==> src/rtl/pll2_lf_pkg.sv <==
package pll2_lf_pkg;

  // Tuning-word count that corresponds to a frequency offset, rounded to nearest.
  function automatic longint window_count(input longint range_hz, input longint ref_hz,
                                          input int word_w);
    longint scaled;
    scaled = range_hz <<< word_w;
    return (scaled + ref_hz / 2) / ref_hz;
  endfunction

  typedef enum logic [0:0] {
    RND_NEAREST  = 1'b0,
    RND_TRUNCATE = 1'b1
  } rnd_mode_e;

endpackage

==> src/rtl/pll2_lf_weight.sv <==
module pll2_lf_weight
  import pll2_lf_pkg::*;
#(
  parameter int        ERR_W  = 29,
  parameter int        COEF_W = 16,
  parameter int        FRAC   = 15,
  parameter int        COEF   = -2949,
  parameter rnd_mode_e RND    = RND_NEAREST
) (
  input  logic signed [ERR_W-1:0] prev_i,
  output logic signed [ERR_W-1:0] term_o
);
  localparam int PW = ERR_W + COEF_W;
  localparam logic signed [COEF_W-1:0] COEF_V = COEF_W'(COEF);

  logic signed [PW-1:0] prod;
  logic signed [PW-1:0] adj;

  always_comb prod = PW'(prev_i) * PW'(COEF_V);

  generate
    if (RND == RND_NEAREST) begin : g_round
      always_comb adj = prod + (PW'(1) <<< (FRAC - 1));
    end else begin : g_trunc
      always_comb adj = prod;
    end
  endgenerate

  logic signed [PW-1:0] shifted;
  always_comb shifted = adj >>> FRAC;
  assign term_o = ERR_W'(shifted);

  // |term| can never exceed |prev| for a coefficient below one in magnitude
  always_comb begin
    assert_term_bounded_R3: assert ((term_o >= 0 ? term_o : -term_o) <=
                                    (prev_i >= 0 ? prev_i : -prev_i) + 1)
      else $error("weighted term exceeds input magnitude");
  end
endmodule

==> src/rtl/pll2_lf_hold.sv <==
module pll2_lf_hold #(
  parameter int ERR_W = 29
) (
  input  logic                    clk,
  input  logic                    rst_n,
  input  logic                    load_i,
  input  logic signed [ERR_W-1:0] d_i,
  output logic signed [ERR_W-1:0] q_o
);
  always_ff @(posedge clk) begin
    if (!rst_n)      q_o <= '0;
    else if (load_i) q_o <= d_i;
  end

  assert_prev_load_R4: assert property (@(posedge clk) disable iff (!rst_n)
    load_i |=> q_o == $past(d_i))
    else $error("previous-sample register did not load");

  assert_prev_hold_R8: assert property (@(posedge clk) disable iff (!rst_n)
    !load_i |=> $stable(q_o))
    else $error("previous-sample register moved without a load");
endmodule

==> src/rtl/pll2_lf_accum.sv <==
module pll2_lf_accum #(
  parameter int     ERR_W  = 29,
  parameter int     CTRL_W = 32,
  parameter longint LIMIT  = 13743895
) (
  input  logic                     clk,
  input  logic                     rst_n,
  input  logic                     step_i,
  input  logic signed [ERR_W-1:0]  cur_i,
  input  logic signed [ERR_W-1:0]  term_i,
  output logic signed [CTRL_W-1:0] acc_o
);
  localparam int SW = CTRL_W + 2;
  localparam logic signed [SW-1:0] HI = SW'(LIMIT);
  localparam logic signed [SW-1:0] LO = -SW'(LIMIT);

  logic signed [SW-1:0] sum;
  logic signed [SW-1:0] bounded;

  always_comb begin
    sum = SW'(acc_o) + SW'(cur_i) + SW'(term_i);
    if (sum > HI)      bounded = HI;
    else if (sum < LO) bounded = LO;
    else               bounded = sum;
  end

  always_ff @(posedge clk) begin
    if (!rst_n)      acc_o <= '0;
    else if (step_i) acc_o <= CTRL_W'(bounded);
  end

  assert_acc_window_R5: assert property (@(posedge clk) disable iff (!rst_n)
    (acc_o <= CTRL_W'(LIMIT)) && (acc_o >= -CTRL_W'(LIMIT)))
    else $error("accumulator left its window");

  assert_acc_hold_R8: assert property (@(posedge clk) disable iff (!rst_n)
    !step_i |=> $stable(acc_o))
    else $error("accumulator moved without a step");
endmodule

==> src/rtl/pll2_loop_filter.sv <==
module pll2_loop_filter
  import pll2_lf_pkg::*;
#(
  parameter int          ERR_W    = 29,
  parameter int          CTRL_W   = 32,
  parameter int          COEF_W   = 16,
  parameter int          FRAC     = 15,
  parameter int          COEF     = -2949,
  parameter longint      RANGE_HZ = 400000,
  parameter longint      REF_HZ   = 125000000,
  parameter logic [31:0] NOMINAL  = 32'h2000_0000
) (
  input  logic              clk,
  input  logic              rst_n,
  input  logic [ERR_W-1:0]  err_sample,
  input  logic              err_valid,
  output logic              err_ready,
  output logic [CTRL_W-1:0] tune_word,
  output logic              tune_valid,
  input  logic              tune_ready
);
  localparam longint LIMIT = window_count(RANGE_HZ, REF_HZ, CTRL_W);

  logic                     take;
  logic signed [ERR_W-1:0]  prev_q;
  logic signed [ERR_W-1:0]  term;
  logic signed [CTRL_W-1:0] acc;

  assign err_ready = !tune_valid || tune_ready;
  assign take      = err_valid && err_ready;

  pll2_lf_hold #(.ERR_W(ERR_W)) u_hold (
    .clk(clk), .rst_n(rst_n), .load_i(take),
    .d_i($signed(err_sample)), .q_o(prev_q)
  );

  pll2_lf_weight #(
    .ERR_W(ERR_W), .COEF_W(COEF_W), .FRAC(FRAC), .COEF(COEF), .RND(RND_NEAREST)
  ) u_weight (
    .prev_i(prev_q), .term_o(term)
  );

  pll2_lf_accum #(.ERR_W(ERR_W), .CTRL_W(CTRL_W), .LIMIT(LIMIT)) u_accum (
    .clk(clk), .rst_n(rst_n), .step_i(take),
    .cur_i($signed(err_sample)), .term_i(term), .acc_o(acc)
  );

  always_ff @(posedge clk) begin
    if (!rst_n)          tune_valid <= 1'b0;
    else if (take)       tune_valid <= 1'b1;
    else if (tune_ready) tune_valid <= 1'b0;
  end

  assign tune_word = CTRL_W'(NOMINAL) + CTRL_W'(acc);

  assert_valid_follows_R7: assert property (@(posedge clk) disable iff (!rst_n)
    take |=> tune_valid)
    else $error("tune_valid missing after acceptance");

  assert_stall_hold_R7: assert property (@(posedge clk) disable iff (!rst_n)
    (tune_valid && !tune_ready) |=> (tune_valid && $stable(tune_word)))
    else $error("output changed while stalled");

  assert_no_take_on_stall_R2: assert property (@(posedge clk) disable iff (!rst_n)
    (tune_valid && !tune_ready) |-> !err_ready)
    else $error("input ready during output stall");

  assert_word_window_R6: assert property (@(posedge clk) disable iff (!rst_n)
    ((tune_word - CTRL_W'(NOMINAL)) <= CTRL_W'(LIMIT)) ||
    ((CTRL_W'(NOMINAL) - tune_word) <= CTRL_W'(LIMIT)))
    else $error("tuning word outside window");
endmodule

==> config.mk <==
export PLATFORM = sky130hd
export DESIGN_NAME = pll2_loop_filter
export DESIGN_NICKNAME = d
export VERILOG_FILES = /design/src/rtl/pll2_lf_pkg.sv /design/src/rtl/pll2_lf_weight.sv /design/src/rtl/pll2_lf_hold.sv /design/src/rtl/pll2_lf_accum.sv /design/src/rtl/pll2_loop_filter.sv
export SDC_FILE = /design/constraint.sdc
export NUM_CORES = 1
export LEC_CHECK = 0
export ABC_AREA = 0
export BUFFER_PORTS_ARGS = -buffer_cell sky130_fd_sc_hd__buf_2
export CELL_PAD_IN_SITES_DETAIL_PLACEMENT = 1
export CELL_PAD_IN_SITES_GLOBAL_PLACEMENT = 1
export CORE_UTILIZATION = 35
export CTS_CLUSTER_DIAMETER = 30
export DETAILED_ROUTE_END_ITERATION = 16
export PLACE_DENSITY = 0.71
export SYNTH_ARGS = -nofsm -noshare
export SYNTH_HDL_FRONTEND = slang
export SYNTH_SLANG_ARGS = --single-unit
==> constraint.sdc <==
create_clock -name clk -period 21.2 [get_ports clk]
set_input_delay 0 -clock clk [delete_from_list [all_inputs] [get_ports clk]]
set_output_delay 0 -clock clk [all_outputs]
set_load 0.02 [all_outputs]
; ---- Word level (Yosys, flattened, before mapping)
; Cells that the tools add are included.
; W data, S select, Z words.
[totals]
register_bits = 62
input_bits = 33
out_inout_bits = 34
elab_cells = 18
[op_classes]
n_addsub = 4
mul = 1
magnitude_cmp = 2
muxes = 4
reduce_logical = 4
[op_table]
columns = cell, count
row1 = $mux W32, 2
row2 = $add A42 B16 Y43 const B, 1
row3 = $mul A29 B13 Y42 const B, 1
row4 = $add A33 B28 Y34, 1
row5 = $gt A34 B25 Y1 const B, 1
row6 = $lt A34 B25 Y1 const B, 1
row7 = $add A32 B29 Y33, 1
row8 = $add A30 B32 Y32 const A, 1
row9 = $mux W1, 2
row10 = $reduce_bool A2 Y1, 1
row11 = $logic_and A1 B1 Y1, 1
row12 = $logic_not A1 Y1, 1
row13 = $logic_or A1 B1 Y1, 1

; ---- Depth between registers and ports, before layout
; Gate-level depths: netlist of the first run.
[depth]
word_depth = 6
ltp_mapped = 38
depth_no_buf = 36

; ---- By module
; Synthesis of the first run repeated with hierarchy kept, for this count alone.
[unflattened]
cells_unflattened = 1398
area_unflattened_um2 = 13673.1
[modules_own_cells]
columns = module, instances, cells_per_inst, area_each_um2
row1 = pll2_lf_weight, 1, 783, 8242.9
row2 = pll2_lf_accum, 1, 514, 4244.1
row3 = pll2_lf_hold, 1, 93, 1103.6
row4 = pll2_loop_filter, 1, 8, 82.6

; ---- Least setup slack after synthesis of the first run
; No wires, ideal clock.
[synth_path]
path_kind = register to register
from = register u_hold.q_o[16]
to = register u_accum.acc_o[13]
setup_ps = 119
t_arrival_ps = 8847
t_required_ps = 21081
slack_ps = 12234
path_stages_with_launch = 36
synth_period_minus_slack_ps = 8966
cell_sequence = dfxtp_1 inv_1 ha_1 fa_1 inv_1 fa_1 fa_1 fa_1 ha_1 ha_1 a21o_1 a21o_1 a211o_1 a21oi_1 o221a_2 a21oi_1 o21a_1 a221oi_1 nor2b_1 o22ai_1 xor2_1 fa_1 inv_1 ha_1 and2_4 a221o_1 a31o_1 and3_1 a211oi_2 xnor2_1 nor4_1 nand3_2 nor4_4 o21ai_4 buf_6 o221a_1
[synth_via]
elab_chain_cells = 6
word_cells_on_any_way = 7
classes_between = add/sub (2) / mul (1) / order compare (2) / mux (2)
[synth_lines]
columns = item, line
row1 = start: declaration, pll2_lf_hold.sv:8  ; output logic signed [ERR_W-1:0] q_o
row2 = start signal: assignment, pll2_lf_hold.sv:12  ; else if (load_i) q_o <= d_i;
row3 = $mul A29 B13 Y42 *, pll2_lf_weight.sv:19  ; always_comb prod = PW'(prev_i) * PW'(COEF_V);
row4 = $add A42 B16 Y43 *, pll2_lf_weight.sv:23  ; always_comb adj = prod + (PW'(1) <<< (FRAC - 1));
row5 = $add A33 B28 Y34 *, pll2_lf_accum.sv:21  ; sum = SW'(acc_o) + SW'(cur_i) + SW'(term_i);
row6 = $lt A34 B25 Y1, pll2_lf_accum.sv:23  ; else if (sum < LO) bounded = LO;
row7 = $mux W32, pll2_lf_accum.sv:23
row8 = $mux W32 *, pll2_lf_accum.sv:22  ; if (sum > HI) bounded = HI;
row9 = end signal: assignment, pll2_lf_accum.sv:29  ; else if (step_i) acc_o <= CTRL_W'(bounded);
row10 = end: declaration, pll2_lf_accum.sv:11  ; output logic signed [CTRL_W-1:0] acc_o
; Every way passes the cells marked *; elsewhere a longest branch is shown, timed or not.
; A chain may end at the register's enable or synchronous reset.

; ---- Worst setup path in the final report of the first run
[layout_path]
from = register u_hold.q_o[3]
to = register u_accum.acc_o[0]
; Same word-level chain as after synthesis.

==> results.md, run 1 <==
* Area growth from synthesis to layout at 9.65%
* Clock Tree Buf Depth at 2
* Synth Instances at 1,459
* Crit path launch: u_hold.q_o[3]
* Post-synth EDFFs at 0
* Number of global-route vias before repair at 11,556
* Cts bufs inserted at 9
* Kind of end point of the critical path: register
* RSZ-0062 raised after global routing: no
* Post-CTS Setup Inserts at 0
* Synth top area share at 29.9%
* Post-CTS resize count at 0
* CTS tree: yes
* CP Launch Type: register
* Row cnt at 71
* Async set or reset register ratio after synthesis at 0%
* CP Capture Point: u_accum.acc_o[0]
* Top cell type by total area after synthesis: fa_1
* Layout cells sized above 1 at 8.17%
* Seq/Total Area, Yosys at 9.31%
* Yosys warns at 0
* Met2 WL post-DR at 18,900 µm
* Port bufs at 66
* Max Slew Vio Count at 0
* M1 WL at 16,900 µm
* Placer congestion estimate at 0.890
* Data required, critical path at 21.44 ns
* FF-to-FF End: u_accum.acc_o[0]
* First-pass DRT Iterations at 5
* Core box area at 37,600 µm²
* Design area at 14,600 µm²
* Via count at 10,080
* Period Utilization, post-route at 49.1%
* N_diodes at 0
* Final clock skew at 0.00997 ns
* Tmin final at 10.41 ns
* Worst reg2reg path startpoint: u_hold.q_o[3]
* Final Hold Fails at 0
* Synth Flop Type: dfxtp_1
* Mapped Avg Cell Area at 9.13 µm²
* Via/cell ratio at 4.97
* Setup violators final at 0
* # IOs at 67
* Status: completed
* Max cap viols at 0
* Final wirelength at 38,100 µm
* Critical path fanouts, max at 18
* Max frequency at 0.0961 GHz
* Largest net degree at the start of global routing at 54
* Slowest stage delay, CP at 1.16 ns
* Clock latency at the later pin of the worst-skew pair at 0.35 ns
* Crit path top cell by count: ha_1
* # clock sinks at 62
* Clock root cell: clkbuf_16
* Final HPWL from detailed placement at 32,300 µm
* Non-filler instance count after layout at 2,029
* Htree depth at 3
* First-pass GRT wire length at 63,400 µm
* Fin nets at 1,990
* Post-synth cell types at 74
* Post-Place Cells at 1,983
* Critical path's slowest cell: a2111oi_0
* Final ANT Viol Nets at 0
* Multi-input gate area at 10,600 µm²
* CTS hold repair buffers at 30
* Mapped Area at 13,300 µm²
* Worst hold path type: in -> reg
* Hold path startpoint: tune_ready
* Slew margin rel. at 7.14%
* Clock-pin slew on the worst setup and hold paths at 0.06 ns
* Global route overflow at 0
* Synth area leaders: fa_1, ha_1, dfxtp_1, inv_1, a21oi_1
* Post-route setup TNS at 0 ns
* Post-DP Area at 14,000 µm²
* Die X at 197 µm
* Number of remaining DRC errors at 0
* Worst-margin pin slew at 1.36 ns
* Drt initial violations at 425
* Crit path DAT at 10.65 ns
* Register Area at 1240 µm²
* FF-to-FF setup slack at 10.79 ns
* #FFs+latches synth at 62
* Post-synth net total at 1,936
* GR Util All Layers at 21.1%
* Met3 wire length at 797 µm
* Initial antenna violation count at 0
* Routed wire per std cell at 18.8 µm
* Die area at 38,900 µm²
* Crit Path Class: reg -> reg
* Reg2reg path depth at 34
* Fillcell total at 4,352
* Die height at 197 µm
* Initial Utilization at 35.5%
* Max layer used: met4
* Final design utilization at 38.9%
-- layout make-up --
type                            count  area share [%]
Clock buffer                       12            1.69
Timing Repair Buffer              101            4.57
Tap cell                          511            4.38
Clock inverter                      4           0.479
Inverter                          312            8.01
Multi-Input combinational cell   1027            72.4
Sequential cell                    62            8.49
-- stage by stage --
step / hold WS [ns] / worst slack (ns)
2_1_floorplan: 0.129 / 12.23
3_3_place_gp: 0.261 / 11.02
3_5_place_dp: 0.269 / 10.81
4_1_cts: 0.0526 / 10.78
5_1_grt: 0.0669 / 10.16
6_report: 0.0413 / 10.79
-- worst min path at each step --
stage                     depth (start not counted)  slack, ns             to
final                                             3       0.04     tune_valid
after global routing                              3       0.07     tune_valid
after CTS                                         3       0.05     tune_valid
after detailed placement                          3       0.27  u_hold.q_o[1]
after global placement                            3       0.26     tune_valid
after floorplan                                   2       0.13     tune_valid
-- Yosys cell counts (10+ instances only) --
master	instances
a21o_1	13
a21oi_1	102
and2_1	14
buf_4	29
clkbuf_1	21
dfxtp_1	62
fa_1	199
ha_1	245
inv_1	312
nand2_1	117
nand3_1	19
nor2_1	48
nor3_1	17
o21a_1	10
o21ai_0	30
o21bai_1	11
xnor2_1	34
xor2_1	22
-- layout by cell type (no fill, tap or decap), types with 3 or more instances in the layout --
cell / Yosys / final
inv_1: 312 / 312
ha_1: 245 / 245
fa_1: 199 / 199
nand2_1: 117 / 116
a21oi_1: 102 / 102
buf_2: 5 / 66
dfxtp_1: 62 / 62
nor2_1: 48 / 48
xnor2_1: 34 / 34
o21ai_0: 30 / 30
dlygate4sd3_1: 0 / 30
xor2_1: 22 / 22
nand3_1: 19 / 19
nor3_1: 17 / 17
a21o_1: 13 / 13
and2_1: 14 / 13
o21bai_1: 11 / 11
o21a_1: 10 / 10
nand4_1: 9 / 9
or2_2: 9 / 9
o221a_2: 9 / 9
clkbuf_16: 0 / 9
o211ai_1: 8 / 8
o221ai_1: 7 / 7
a211oi_1: 6 / 6
nor4_1: 6 / 6
o221a_1: 6 / 6
and3_1: 5 / 5
or3_1: 5 / 5
a31oi_1: 5 / 5
buf_4: 29 / 5
o31ai_1: 4 / 4
nor3b_1: 4 / 4
a221oi_2: 4 / 4
a21boi_0: 3 / 3
a211o_1: 3 / 3
nor2b_1: 3 / 3
nand2b_1: 3 / 3
o21ai_1: 3 / 3
a211oi_2: 3 / 3
-- cells by family (layout without fill, tap and decap cells) --
group                      Yosys count  after routing  share of synthesized area [%]
and+or+nand+nor                    269            269                           9.53
DFF                                 62             62                           9.31
adders and majority gates          444            444                           52.9
xor gates and xnor gates            56             56                           3.68
muxes                                3              3                          0.263
buffers and inverters              370            429                           11.3
AOI/OAI and AO/OA                  255            255                           13.0
-- registers in the layout (all words and copies together) (netlist names) --
register / flops
u_accum.acc_o: 32
u_hold.q_o: 29
tune_valid: 1
-- worst max-delay path: cells and delay by family, from the launching register on --
| family | cells | cell delay (ns) |
|---|---|---|
| flip-flops | 1 | 0.47 |
| AO/OA/AOI/OAI | 12 | 4.08 |
| buffers and inverters | 3 | 0.24 |
| adder cells (fa/ha/maj) | 9 | 3.41 |
| AND/OR/NAND/NOR | 8 | 1.84 |
| XOR/XNOR | 2 | 0.22 |
-- metal layers --
metal	up-vias	GRT usage [%]
met5	-	0
met3	75	2.13
met2	129	36.6
met4	0	8.67
li1	4833	-
met1	5043	26.9
Power of run 1 is not shown: default switching activity piles up to over one toggle a cycle in this logic, so the estimate is an artifact.
==> run 2, diff against run 1 <==
--- a/config.mk
+++ b/config.mk
@@ -5,14 +5,14 @@
 export SDC_FILE = /design/constraint.sdc
 export NUM_CORES = 1
 export LEC_CHECK = 0
-export ABC_AREA = 0
+export ABC_AREA = 1
 export BUFFER_PORTS_ARGS = -buffer_cell sky130_fd_sc_hd__buf_2
 export CELL_PAD_IN_SITES_DETAIL_PLACEMENT = 1
 export CELL_PAD_IN_SITES_GLOBAL_PLACEMENT = 1
 export CORE_UTILIZATION = 35
 export CTS_CLUSTER_DIAMETER = 30
 export DETAILED_ROUTE_END_ITERATION = 16
-export PLACE_DENSITY = 0.71
+export PLACE_DENSITY = 0.73
 export SYNTH_ARGS = -nofsm -noshare
 export SYNTH_HDL_FRONTEND = slang
 export SYNTH_SLANG_ARGS = --single-unit
==> constraint.sdc (replaced) <==
create_clock -name clk -period 9.6 [get_ports clk]
set_input_delay 0 -clock clk [delete_from_list [all_inputs] [get_ports clk]]
set_output_delay 0 -clock clk [all_outputs]
set_load 0.02 [all_outputs]
==> run 2 against run 1 <==
  * Routed wire length rose by 22%
  * Count of clock-buffer cells in the layout shrank 2
  * Critical endpoint is now u_accum.acc_o[7]
  * Cell area rose by 7.4%
  * Sequential share of layout area fell by 0.59 points
  * Flip-flop and latch count unchanged
  * Die area grew 9.2%
  * Highest routed layer unchanged
  * Cell count grew 24%
==> results.md, run 2 <==
* Initial antenna violation count at 0 (unchanged)
* Post-Place Cells at 2,483 (+25%)
* Htree depth at 3 (unchanged)
* Top reg by flops: u_accum.acc_o
* Final wirelength at 46,400 µm (+22%)
* Worst reg2reg path startpoint: u_hold.q_o[5]
* Area growth from synthesis to layout at 7.76%
* CTS tree: yes
* Fin nets at 2,448 (+23%)
* N_diodes at 0 (unchanged)
* Worst hold slack at 0.0118 ns (-0.0295 ns)
* Most common cell after layout, fill and taps aside: inv_1
* Crit path top cell by count: nand2_1
* Max frequency at 0.112 GHz (+17%)
* Port bufs at 66 (unchanged)
* Global route overflow at 0 (unchanged)
* Placer congestion estimate at 0.950 (+6.7%)
* CP Launch Type: register
* Tmin final at 8.93 ns (-1.48 ns)
* Fillcell total at 5,168 (+19%)
* Die height at 206 µm (+4.5%)
* Synth area leaders: fa_1, ha_1, inv_1, nand2_1, dfxtp_1
* Layout cells sized above 1 at 6.33% (-1.8 points)
* Data required, critical path at 9.88 ns (-11.56 ns)
* Clock Tree Buf Depth at 2 (unchanged)
* Post-synth cell types at 37 (-50%)
* Most frequent cells in the layout: inv_1, nand2_1, ha_1, fa_1, a21oi_1
* Status: completed
* Period Utilization, post-route at 93.1% (+44 points)
* Initial Utilization at 35.6% (+0.13 points)
* Top cell type by total area after synthesis: fa_1
* Worst hold path type: in -> reg
* Non-filler instance count after layout at 2,508 (+24%)
* Die area at 42,400 µm² (+9.2%)
* Die X at 206 µm (+4.5%)
* Largest regs: u_accum.acc_o x32, u_hold.q_o x29, tune_valid x1
* Max Slew Vio Count at 0 (unchanged)
* Via/cell ratio at 4.87 (-1.9%)
* Final clock skew at 0.0124 ns (+0.00243 ns)
* Number of remaining DRC errors at 0 (unchanged)
* FF-to-FF End: u_accum.acc_o[7]
* Synth Instances at 1,929 (+32%)
* Max reg flops at 32 (unchanged)
* Kind of end point of the critical path: register
* Final Hold Fails at 0 (unchanged)
* Max cap viols at 0 (unchanged)
* Slew margin rel. at 41.5% (+34 points)
* Post-route setup TNS at 0 ns (unchanged)
* GR Util All Layers at 23.3% (+2.1 points)
* Clock latency at the later pin of the worst-skew pair at 0.38 ns (+0.03 ns)
* Post-synth EDFFs at 0 (unchanged)
* Hold path startpoint: err_sample[5]
* Cts bufs inserted at 9 (unchanged)
* First-pass DRT Iterations at 7 (+2)
* Setup violators final at 0 (unchanged)
* RSZ-0062 raised after global routing: no
* Yosys warns at 0 (unchanged)
* Synth Flop Type: dfxtp_1
* #FFs+latches synth at 62 (unchanged)
* Crit Path Class: reg -> reg
* FF-to-FF setup slack at 0.67 ns (-10.12 ns)
* Post-synth net total at 2,406 (+24%)
* Mapped Avg Cell Area at 7.55 µm² (-17%)
* Routed wire per std cell at 18.5 µm (-1.5%)
* Via count at 12,223 (+21%)
* Most frequent cells after synthesis: inv_1, nand2_1, ha_1
* Most common cell in the netlist: inv_1
* Core box area at 40,900 µm² (+8.9%)
* Worst-margin pin slew at 0.877 ns (-0.481 ns)
* # clock sinks at 62 (unchanged)
* Clock-pin slew on the worst setup and hold paths at 0.06 ns (about the same)
* First-pass GRT wire length at 74,900 µm (+18%)
* Number of global-route vias before repair at 13,660 (+18%)
* Seq/Total Area, Yosys at 8.52% (-0.79 points)
* Mapped Area at 14,600 µm² (+9.3%)
* Crit path DAT at 9.21 ns (-1.44 ns)
* Final HPWL from detailed placement at 40,900 µm (+27%)
* Async set or reset register ratio after synthesis at 0% (unchanged)
* Critical path fanouts, max at 12 (-6)
* Worst Hold Depth at 3 (unchanged)
* Largest net degree at the start of global routing at 51 (-5.6%)
* # IOs at 67 (unchanged)
* Hold Crit Endpoint: u_hold.q_o[5]
* Reg2reg path depth at 40 (+18%)
* Critical path's slowest cell: fa_1
* Final ANT Viol Nets at 0 (unchanged)
* Clock root cell: clkbuf_16
* Drt initial violations at 446 (+4.9%)
* Synth top area share at 27.3% (-2.5 points)
* Row cnt at 74 (+4.2%)
* Slowest stage delay, CP at 0.53 ns (-0.63 ns)
## run 2: cell count changes after synthesis, moves of 14 or more
cell | before | now
nand2_2 | 1 | 15
a21oi_1 | 102 | 132
inv_1 | 312 | 485
nand3_1 | 19 | 50
nand2_1 | 117 | 413
o21ai_0 | 30 | 67
nor2_1 | 48 | 84
## run 2: area by class of cell
type,count,area [µm²],share of cell area (%)
Clock buffer,10,239,1.52
Clock inverter,6,70.1,0.446
Inverter,491,1840,11.7
Multi-Input combinational cell,1330,11200,71.4
Sequential cell,62,1240,7.91
Tap cell,532,666,4.24
Timing Repair Buffer,77,433,2.76
## run 2: metrics by stage
| stage | util (%) | instance area (µm²) | setup WS, ns |
|---|---|---|---|
| floorplan | - | 14600 | 2.33 |
| global placement | 37.4 | 15300 | 0.876 |
| detailed placement | 37.4 | 15300 | 0.583 |
| CTS | 38.3 | 15700 | 0.505 |
| global route | 38.4 | 15700 | 0.0475 |
| finish | 38.4 | 15700 | 0.667 |
## run 2: kinds of logic (layout without fill, tap and decap cells)
logic type / count (synthesis) / count (layout) / synth area share, %
AOI/OAI and AO/OA: 228 / 229 / 8.40
xor gates and xnor gates: 37 / 37 / 2.22
adders and majority gates: 444 / 444 / 48.4
buffers and inverters: 538 / 584 / 14.7
DFF: 62 / 62 / 8.52
and+or+nand+nor: 620 / 620 / 17.8
## run 2: timing repair
item,4_1_cts,5_1_grt
endpoints found under the hold margin,8,0
setup endpoints to repair,0,12
resized for setup,0,2
hold buffers,8,0
buffers inserted,0,0
## run 2: metal layers
metal	vias to the layer above	global-route usage, %	share of wire (%)
met5	-	0	0
met2	150	42.2	52
met4	0	8.11	3.2
li1	5949	-	-
met1	6065	28.3	43
met3	59	2.52	1.9
## run 2: how the worst max path moves through the flow
stage | startpoint | endpoint | slack (ns) | cells after the start
2_1_floorplan | u_hold.q_o[5] | u_accum.acc_o[10] | 2.33 | 34
3_3_place_gp | u_hold.q_o[6] | u_accum.acc_o[6] | 0.88 | 36
3_5_place_dp | u_hold.q_o[6] | u_accum.acc_o[7] | 0.58 | 39
4_1_cts | u_hold.q_o[6] | u_accum.acc_o[7] | 0.50 | 39
5_1_grt | u_hold.q_o[5] | u_accum.acc_o[17] | 0.05 | 39
6_report | u_hold.q_o[5] | u_accum.acc_o[7] | 0.67 | 40
## run 2: critical path: cells and delay by family, from the launching register on
kind / cells / cell delay [ns]
fa+ha+maj: 9 / 3.76
simple gates: 19 / 2.61
compound gates: 7 / 1.37
flops: 1 / 0.50
buf+inv: 4 / 0.44
xor+xnor: 1 / 0.15
Power of run 2 is left out for the same reason.
